### config.mk
export PLATFORM = sky130hd
export DESIGN_NAME = core_pwr_seq
export DESIGN_NICKNAME = d
export VERILOG_FILES = /design/src/rtl/core_pwr_pkg.sv /design/src/rtl/cps_ms_timer.sv /design/src/rtl/cps_clamp_ramp.sv /design/src/rtl/cps_core_ctl.sv /design/src/rtl/core_pwr_seq.sv
export SDC_FILE = /design/constraint.sdc
export NUM_CORES = 1
export LEC_CHECK = 0
export ABC_AREA = 1
export BUFFER_PORTS_ARGS = -buffer_cell sky130_fd_sc_hd__buf_2
export CAP_MARGIN = 15
export CORE_UTILIZATION = 55
export DETAILED_ROUTE_END_ITERATION = 16
export PLACE_DENSITY = 0.8
export SYNTH_ARGS = -nofsm -noshare
export SYNTH_HDL_FRONTEND = slang
export SYNTH_HIERARCHICAL = 1
export SYNTH_SLANG_ARGS = --single-unit
export TNS_END_PERCENT = 20
### constraint.sdc
create_clock -name clk -period 4.3 [get_ports clk]
set_input_delay 0 -clock clk [delete_from_list [all_inputs] [get_ports clk]]
set_output_delay 0 -clock clk [all_outputs]
set_load 0.005 [all_outputs]
### src/rtl/core_pwr_pkg.sv
package core_pwr_pkg;

    typedef enum logic [3:0] {
        ST_IDLE,
        ST_ON_HOLD,
        ST_ON_FLUSH,
        ST_ON_LOCK,
        ST_ON_RAMP,
        ST_ON_SETTLE,
        ST_ON_UNGATE,
        ST_ON_RELEASE,
        ST_ON_UNLOCK,
        ST_OFF_POLL,
        ST_OFF_HOLD,
        ST_OFF_LOCK,
        ST_OFF_GATE,
        ST_OFF_CLAMP,
        ST_OFF_UNLOCK
    } seq_state_e;

    typedef struct packed {
        logic       wr_rst;
        logic [1:0] rst_val;
        logic       wr_inv;
        logic       inv_val;
        logic       wr_dbg;
        logic       dbg_val;
        logic       wr_gate;
        logic       gate_val;
        logic       wr_clamp;
        logic [7:0] clamp_val;
    } core_wr_t;

    localparam logic [1:0] RST_HELD   = 2'b00;
    localparam logic [1:0] RST_RUN    = 2'b11;
    localparam logic [7:0] CLAMP_SHUT = 8'hFF;

endpackage

### src/rtl/cps_ms_timer.sv
module cps_ms_timer #(
    parameter int CYC_PER_MS = 24000,
    parameter int SETTLE_MS  = 10
) (
    input  logic clk,
    input  logic rst_n,
    input  logic clr,
    input  logic tick,
    output logic ms_pulse,
    output logic settle_done
);
    localparam int CW = $clog2(CYC_PER_MS + 1);
    localparam int MW = $clog2(SETTLE_MS + 1);

    logic [CW-1:0] cyc_q;
    logic [MW-1:0] ms_q;

    assign ms_pulse    = tick && !clr && (cyc_q == CW'(CYC_PER_MS - 1));
    assign settle_done = ms_pulse && (ms_q == MW'(SETTLE_MS - 1));

    always_ff @(posedge clk or negedge rst_n) begin
        if (!rst_n) begin
            cyc_q <= '0;
            ms_q  <= '0;
        end else if (clr) begin
            cyc_q <= '0;
            ms_q  <= '0;
        end else if (tick) begin
            cyc_q <= ms_pulse ? '0 : cyc_q + 1'b1;
            if (ms_pulse) ms_q <= ms_q + 1'b1;
        end
    end

    AST_CYC_IN_RANGE: assert property (@(posedge clk) disable iff (!rst_n)
        cyc_q < CW'(CYC_PER_MS));

endmodule

### src/rtl/cps_clamp_ramp.sv
module cps_clamp_ramp (
    input  logic       clk,
    input  logic       rst_n,
    input  logic       load,
    input  logic       shift,
    output logic [7:0] step_val,
    output logic       last
);
    logic [8:0] sh_q;

    assign step_val = sh_q[8:1];
    assign last     = (sh_q[8:1] == 8'h00);

    always_ff @(posedge clk or negedge rst_n) begin
        if (!rst_n)     sh_q <= '0;
        else if (load)  sh_q <= 9'h1FF;
        else if (shift) sh_q <= {1'b0, sh_q[8:1]};
    end

endmodule

### src/rtl/cps_core_ctl.sv
module cps_core_ctl
    import core_pwr_pkg::*;
(
    input  logic       clk,
    input  logic       rst_n,
    input  logic       sel,
    input  core_wr_t   wr,
    output logic [1:0] rst_fld,
    output logic       inv,
    output logic       dbg,
    output logic       gate,
    output logic [7:0] clamp
);
    always_ff @(posedge clk or negedge rst_n) begin
        if (!rst_n) begin
            rst_fld <= RST_HELD;
            inv     <= 1'b1;
            dbg     <= 1'b1;
            gate    <= 1'b1;
            clamp   <= CLAMP_SHUT;
        end else if (sel) begin
            if (wr.wr_rst)   rst_fld <= wr.rst_val;
            if (wr.wr_inv)   inv     <= wr.inv_val;
            if (wr.wr_dbg)   dbg     <= wr.dbg_val;
            if (wr.wr_gate)  gate    <= wr.gate_val;
            if (wr.wr_clamp) clamp   <= wr.clamp_val;
        end
    end

endmodule

### src/rtl/core_pwr_seq.sv
module core_pwr_seq
    import core_pwr_pkg::*;
#(
    parameter int NUM_CORES = 4,
    parameter int ADDR_W    = 32,
    parameter int ID_W      = 8,
    parameter int CNT_FREQ  = 24_000_000,
    parameter int SETTLE_MS = 10
) (
    input  logic                   clk,
    input  logic                   rst_n,
    input  logic                   start_i,
    input  logic                   power_on_i,
    input  logic [ID_W-1:0]        req_id_i,
    input  logic [ADDR_W-1:0]      entry_addr_i,
    input  logic                   ctr_tick_i,
    input  logic [NUM_CORES-1:0]   core_wfi_i,
    output logic                   busy_o,
    output logic                   done_o,
    output logic [ADDR_W-1:0]      entry_addr_o,
    output logic [2*NUM_CORES-1:0] core_rst_o,
    output logic [NUM_CORES-1:0]   l1_inv_o,
    output logic [NUM_CORES-1:0]   dbg_en_o,
    output logic [NUM_CORES-1:0]   pwr_gate_o,
    output logic [8*NUM_CORES-1:0] clamp_o
);
    localparam int IDX_W      = (NUM_CORES > 1) ? $clog2(NUM_CORES) : 1;
    localparam int CYC_RAW    = CNT_FREQ / 1000;
    localparam int CYC_PER_MS = (CYC_RAW < 1) ? 1 : CYC_RAW;

    seq_state_e       state_q, state_d;
    logic [IDX_W-1:0] core_q;
    logic             poll_first_q;
    logic             done_q;
    logic [ADDR_W-1:0] entry_q;

    core_wr_t wr;
    logic     ramp_load, ramp_shift, finish;
    logic     timer_clr, ms_pulse, settle_done;
    logic [7:0] ramp_val;
    logic       ramp_last;
    logic       accept;

    logic [1:0] rst_a   [NUM_CORES];
    logic       inv_a   [NUM_CORES];
    logic       dbg_a   [NUM_CORES];
    logic       gate_a  [NUM_CORES];
    logic [7:0] clamp_a [NUM_CORES];

    logic unused_id_bits;
    assign unused_id_bits = ^req_id_i;

    assign accept       = start_i && (state_q == ST_IDLE);
    assign busy_o       = (state_q != ST_IDLE);
    assign done_o       = done_q;
    assign entry_addr_o = entry_q;
    assign timer_clr    = !((state_q == ST_ON_SETTLE) || (state_q == ST_OFF_POLL));

    // State register and request latch
    always_ff @(posedge clk or negedge rst_n) begin
        if (!rst_n) begin
            state_q      <= ST_IDLE;
            core_q       <= '0;
            entry_q      <= '0;
            poll_first_q <= 1'b0;
            done_q       <= 1'b0;
        end else begin
            state_q      <= state_d;
            poll_first_q <= accept;
            done_q       <= finish;
            if (accept) begin
                core_q  <= req_id_i[IDX_W-1:0];
                entry_q <= entry_addr_i;
            end
        end
    end

    // Next state and per-step write strobes
    always_comb begin
        state_d    = state_q;
        wr         = '0;
        ramp_load  = 1'b0;
        ramp_shift = 1'b0;
        finish     = 1'b0;
        unique case (state_q)
            ST_IDLE:
                if (start_i) state_d = power_on_i ? ST_ON_HOLD : ST_OFF_POLL;
            ST_ON_HOLD: begin
                wr.wr_rst = 1'b1; wr.rst_val = RST_HELD;
                state_d = ST_ON_FLUSH;
            end
            ST_ON_FLUSH: begin
                wr.wr_inv = 1'b1; wr.inv_val = 1'b0;
                state_d = ST_ON_LOCK;
            end
            ST_ON_LOCK: begin
                wr.wr_dbg = 1'b1; wr.dbg_val = 1'b0;
                ramp_load = 1'b1;
                state_d = ST_ON_RAMP;
            end
            ST_ON_RAMP: begin
                wr.wr_clamp = 1'b1; wr.clamp_val = ramp_val;
                ramp_shift = 1'b1;
                if (ramp_last) state_d = ST_ON_SETTLE;
            end
            ST_ON_SETTLE:
                if (settle_done) state_d = ST_ON_UNGATE;
            ST_ON_UNGATE: begin
                wr.wr_gate = 1'b1; wr.gate_val = 1'b0;
                state_d = ST_ON_RELEASE;
            end
            ST_ON_RELEASE: begin
                wr.wr_rst = 1'b1; wr.rst_val = RST_RUN;
                state_d = ST_ON_UNLOCK;
            end
            ST_ON_UNLOCK: begin
                wr.wr_dbg = 1'b1; wr.dbg_val = 1'b1;
                finish = 1'b1;
                state_d = ST_IDLE;
            end
            ST_OFF_POLL:
                if ((poll_first_q || ms_pulse) && core_wfi_i[core_q]) state_d = ST_OFF_HOLD;
            ST_OFF_HOLD: begin
                wr.wr_rst = 1'b1; wr.rst_val = RST_HELD;
                state_d = ST_OFF_LOCK;
            end
            ST_OFF_LOCK: begin
                wr.wr_dbg = 1'b1; wr.dbg_val = 1'b0;
                state_d = ST_OFF_GATE;
            end
            ST_OFF_GATE: begin
                wr.wr_gate = 1'b1; wr.gate_val = 1'b1;
                state_d = ST_OFF_CLAMP;
            end
            ST_OFF_CLAMP: begin
                wr.wr_clamp = 1'b1; wr.clamp_val = CLAMP_SHUT;
                state_d = ST_OFF_UNLOCK;
            end
            ST_OFF_UNLOCK: begin
                wr.wr_dbg = 1'b1; wr.dbg_val = 1'b1;
                finish = 1'b1;
                state_d = ST_IDLE;
            end
            default: state_d = ST_IDLE;
        endcase
    end

    cps_ms_timer #(
        .CYC_PER_MS (CYC_PER_MS),
        .SETTLE_MS  (SETTLE_MS)
    ) u_timer (
        .clk         (clk),
        .rst_n       (rst_n),
        .clr         (timer_clr),
        .tick        (ctr_tick_i),
        .ms_pulse    (ms_pulse),
        .settle_done (settle_done)
    );

    cps_clamp_ramp u_ramp (
        .clk      (clk),
        .rst_n    (rst_n),
        .load     (ramp_load),
        .shift    (ramp_shift),
        .step_val (ramp_val),
        .last     (ramp_last)
    );

    for (genvar c = 0; c < NUM_CORES; c++) begin : g_core
        cps_core_ctl u_ctl (
            .clk     (clk),
            .rst_n   (rst_n),
            .sel     (core_q == IDX_W'(c)),
            .wr      (wr),
            .rst_fld (rst_a[c]),
            .inv     (inv_a[c]),
            .dbg     (dbg_a[c]),
            .gate    (gate_a[c]),
            .clamp   (clamp_a[c])
        );
        assign core_rst_o[2*c +: 2] = rst_a[c];
        assign l1_inv_o[c]          = inv_a[c];
        assign dbg_en_o[c]          = dbg_a[c];
        assign pwr_gate_o[c]        = gate_a[c];
        assign clamp_o[8*c +: 8]    = clamp_a[c];

        AST_GATE_NEEDS_OPEN_CLAMP: assert property (@(posedge clk) disable iff (!rst_n)
            !gate_a[c] |-> (clamp_a[c] == 8'h00));

        AST_GATE_MOVES_IN_RESET: assert property (@(posedge clk) disable iff (!rst_n)
            !$stable(gate_a[c]) |-> (rst_a[c] == RST_HELD));

        AST_OTHER_CORES_FROZEN: assert property (@(posedge clk) disable iff (!rst_n)
            (busy_o && (core_q != IDX_W'(c))) |=>
                ($stable(rst_a[c]) && $stable(gate_a[c]) && $stable(clamp_a[c])
                 && $stable(dbg_a[c]) && $stable(inv_a[c])));
    end

    logic [7:0] sel_clamp;
    assign sel_clamp = clamp_a[core_q];

    AST_RAMP_HALVES: assert property (@(posedge clk) disable iff (!rst_n)
        ($past(state_q) == ST_ON_RAMP && $past(state_q, 2) == ST_ON_RAMP)
            |-> (sel_clamp == ($past(sel_clamp) >> 1)));

    AST_DONE_SINGLE: assert property (@(posedge clk) disable iff (!rst_n)
        done_o |=> !done_o);

    AST_ACCEPT_GOES_BUSY: assert property (@(posedge clk) disable iff (!rst_n)
        (start_i && !busy_o) |=> busy_o);

    AST_ADDR_HELD_BUSY: assert property (@(posedge clk) disable iff (!rst_n)
        busy_o |=> $stable(entry_addr_o));

endmodule

==> flow_summary_export.csv <==
group,metric,value,unit
logic_synthesis,synthAdderAreaFrac,0.661,%
setup_path,path_max_fanout,11,
drt,drt-wirelength-per-cell,14.2,um
grt,grt_max_degree,79,
grt,met1_usage,36.8,%
timing,worstMarginPinSlew,0.991,ns
clocking,cts_max_path_buffers,2,
setup_path,crit_buf_inv,3,
finish,fin_cells,1007,
finish,design_area,7340,um2
drt,vias,5296,
logic_synthesis,synth_top_family_by_area,"simple AND/OR/NAND/NOR gates",
floorplan,io_pins,135,
clocking,clock_sinks,119,
logic_synthesis,ys.warnings.count,6,
drt,avgViaCountPerCell,5.26,
timing,fin_crit,2.21,ns
timing,finalHoldViolCount,0,
clocking,cts_tree,"done",
setup_path,slowest_delay,0.43,ns
floorplan,core_area,9910,um2
grt,grt-busiest-layer,"met2",
logic_synthesis,ys_types,31,
grt,grt_util_met3,8.50,%
logic_synthesis,ys_ff_latch,119,
setup_path,path_delay_family,"simple AND/OR/NAND/NOR gates",
logic_synthesis,synth_compound_area_share,5.27,%
finish,antenna_cells,0,
power_and_ir_drop,power_density,410,nW/um2
power_and_ir_drop,peakVddDrop,244,uV
finish,syn2layout_area_growth,29.2,%
grt,grt_use_met2,45.0,%
clocking,htreeDepth,4,
placement,dp_hpwl,8.97,mm
clocking,cts-root-buf,"clkbuf_8",
placement,dp.cells,935,
timing,tns,0,ns
timing,rsz0062_at_grt,"false",
placement,gp_congestion,0.918,
floorplan,start_util,57.3,%
outcome,status,"finished clean",
logic_synthesis,ys_seq_area_share,53.4,%
logic_synthesis,synthSimpleGateAreaFrac,33.3,%
drt,postRouteAntennaNets,0,
timing,relSlewSlack,33.9,%
timing,hold_slack,0.0258,ns
placement,port_buffers,128,
setup_path,worstPathRequired,4.74,ns
timing,drv_slew,0,
setup_path,crit_chain,"inv_1 > nor2_2 > o21ai_0 > inv_2 > nand2_1 > nor2_1 > nand2_2 > nor2_4 > nor2_2 > inv_2 > nor2_1",
logic_synthesis,synthXorXnorAreaFrac,0.926,%
power_and_ir_drop,totalPowerFinal,3.01,mW
setup_path,slowest_stage,"dfrtp_1",
clocking,clock_latency,0.52,ns
drt,dr.pass1.iters,5,
clocking,cts_made_buffers,17,
setup_path,path_class,"register to register",
grt,antenna_found_initial,0,
worst_hold_path,worstHoldPathType,"primary input to register",
floorplan,dieWidth,104,um
timing,setup_viol,0,
setup_path,crit_arrival,2.65,ns
flow_run,maxCapViolCount,0,
logic_synthesis,syn_area,5680,um2
timing,fmax,0.452,GHz
clocking,cts_setup_buffers,0,
finish,fin_nets,913,
drt,finalWirelength,14.3,mm
logic_synthesis,synthMuxAreaShare,0,%
timing,finalCritPeriodShare,51.4,%
logic_synthesis,synth_area_per_cell,8.19,um2
setup_path,crit_path_start_kind,"register",
setup_path,critPathCaptureType,"register",
drt,first_iter_violations,558,
placement,post_dp_cell_area,6320,um2
finish,drive_above_1_share,27.0,%
power_and_ir_drop,p_leak,3.94,nW
floorplan,die_h,104,um
clocking,path_clk_slew,0.06,ns
grt,first_global_vias,5097,
grt,grt.overflow.total,0,
timing,fin_skew,0.00793,ns
grt,gr-usage-all-layers,28.0,%
logic_synthesis,synth_cells,693,
floorplan,rows,36,
finish,fillers,695,
drt,drc,0,
floorplan,dieArea,10700,um2
grt,grt_pass1_wl,24.0,mm
[logic make-up (layout without fill, tap and decap cells)]
group,after synthesis,count (layout)
AOI/OAI and AO/OA,57,57
xor gates and xnor gates,6,6
adders and majority gates,3,3
buffers and inverters,67,245
DFF,119,119
other,1,4
and+or+nand+nor,440,440
[routing by layer]
layer,part of all wire (%),vias up
li1,-,2531
met1,42,2510
met2,48,239
met3,8.0,16
met4,1.2,0
met5,0,-
[power breakdown]
group          switching (mW)  internal [mW]
registers              0.0581           1.21
clock network           0.512          0.968
logic                   0.143          0.114
[area by class of cell]
cell class	count	area, um2	area share [%]
Sequential cell	119	3030	41.3
Multi-Input combinational cell	510	2300	31.4
Timing Repair Buffer	170	1050	14.3
Clock buffer	23	488	6.65
Tap cell	133	166	2.27
Inverter	43	161	2.20
Clock inverter	9	136	1.86
[sequential cells by signal, indices dropped and copies added, names as in the netlist]
signal	flops
core_q	2
done_o	1
entry_addr_o	32
g_core.u_ctl/clamp	32
g_core.u_ctl/dbg	4
g_core.u_ctl/gate	4
g_core.u_ctl/inv	4
g_core.u_ctl/rst_fld	8
poll_first_q	1
state_q	4
u_ramp/sh_q	8
u_timer/cyc_q	15
u_timer/ms_q	4
[final timing paths]
check | startpoint | endpoint | cells past startpoint | slack (ns)
setup reg to reg | state_q[2]$_DFFE_PN0P_ | u_timer/cyc_q[14]$_DFFE_PN0P_ | 11 | 2.09
min in group asynchronous | rst_n | entry_addr_o[29]$_DFFE_PN0P_ | 2 | 0.17
hold / removal | core_wfi_i[0] | state_q[3]$_DFFE_PN0P_ | 8 | 0.03
setup / recovery | state_q[2]$_DFFE_PN0P_ | u_timer/cyc_q[14]$_DFFE_PN0P_ | 11 | 2.09
hold reg to reg | g_core[0].u_ctl/inv$_DFFE_PN1P_ | g_core[0].u_ctl/inv$_DFFE_PN1P_ | 2 | 0.46
max in group asynchronous | rst_n | g_core[1].u_ctl/clamp[6]$_DFFE_PN1P_ | 3 | 2.99
[Yosys cell counts]
cell	n	area [um2]
o211ai_1	1	7.51
inv_2	7	26.3
nor2_8	1	20.0
dfstp_2	44	1160
or2_2	1	6.26
buf_2	6	30.0
ha_1	3	37.5
nor3_1	2	10.0
clkbuf_1	3	11.3
o21bai_1	3	22.5
nand4_1	5	31.3
o21ai_1	6	30.0
nand2_2	2	12.5
nand3_1	72	360
nand3_2	1	10.0
nand2_4	5	56.3
inv_1	36	135
clkbuf_2	2	10.0
nor2_4	6	67.6
o22ai_1	3	18.8
nor2_2	5	31.3
xnor2_1	1	8.76
a21oi_1	5	25.0
nor2_1	50	188
dfrtp_1	75	1880
nand3b_1	3	22.5
buf_6	13	146
conb_1	1	3.75
nand2_1	287	1080
xor2_1	5	43.8
o21ai_0	39	195
[placed cells by master (no fill, tap or decap), types with 3 or more instances in the layout]
cell type,synthesis,routed
clkbuf_8,0,4
nor2_2,5,5
ha_1,3,3
dfrtp_1,75,75
o21ai_0,39,38
nand2_1,287,287
nand2_4,5,5
conb_1,1,4
xor2_1,5,5
nand3_1,72,72
nand3b_1,3,3
nand4_1,5,5
a21oi_1,5,5
o21bai_1,3,3
inv_1,36,36
inv_2,7,7
clkinv_4,0,3
dlygate4sd3_1,0,37
dfstp_2,44,44
nor2_1,50,50
buf_4,0,6
bufinv_16,0,3
o22ai_1,3,3
nor2_4,6,6
o21ai_1,6,6
clkbuf_16,0,17
buf_2,6,127
[worst min-delay path: stages]
cell	delay [ns]
buf_2	0.08
nand2_1	0.04
nand2_1	0.05
nand2_1	0.04
nand2_1	0.08
nand2_1	0.06
nand2_1	0.08
o21ai_1	0.07
[timing repair]
item	in CTS	in global routing
resized for setup	0	0
hold endpoints to repair	94	0
hold buffers	37	0
[through the flow]
step                      worst slack, ns  utilization (%)
after floorplan                      2.49                -
after detailed placement             2.12             63.8
after global routing                 1.89             74.0
after global placement               2.20             63.8
after CTS                            2.10             73.8
final                                2.09             74.0
No activity file was read; power rests on OpenSTA's default activity.
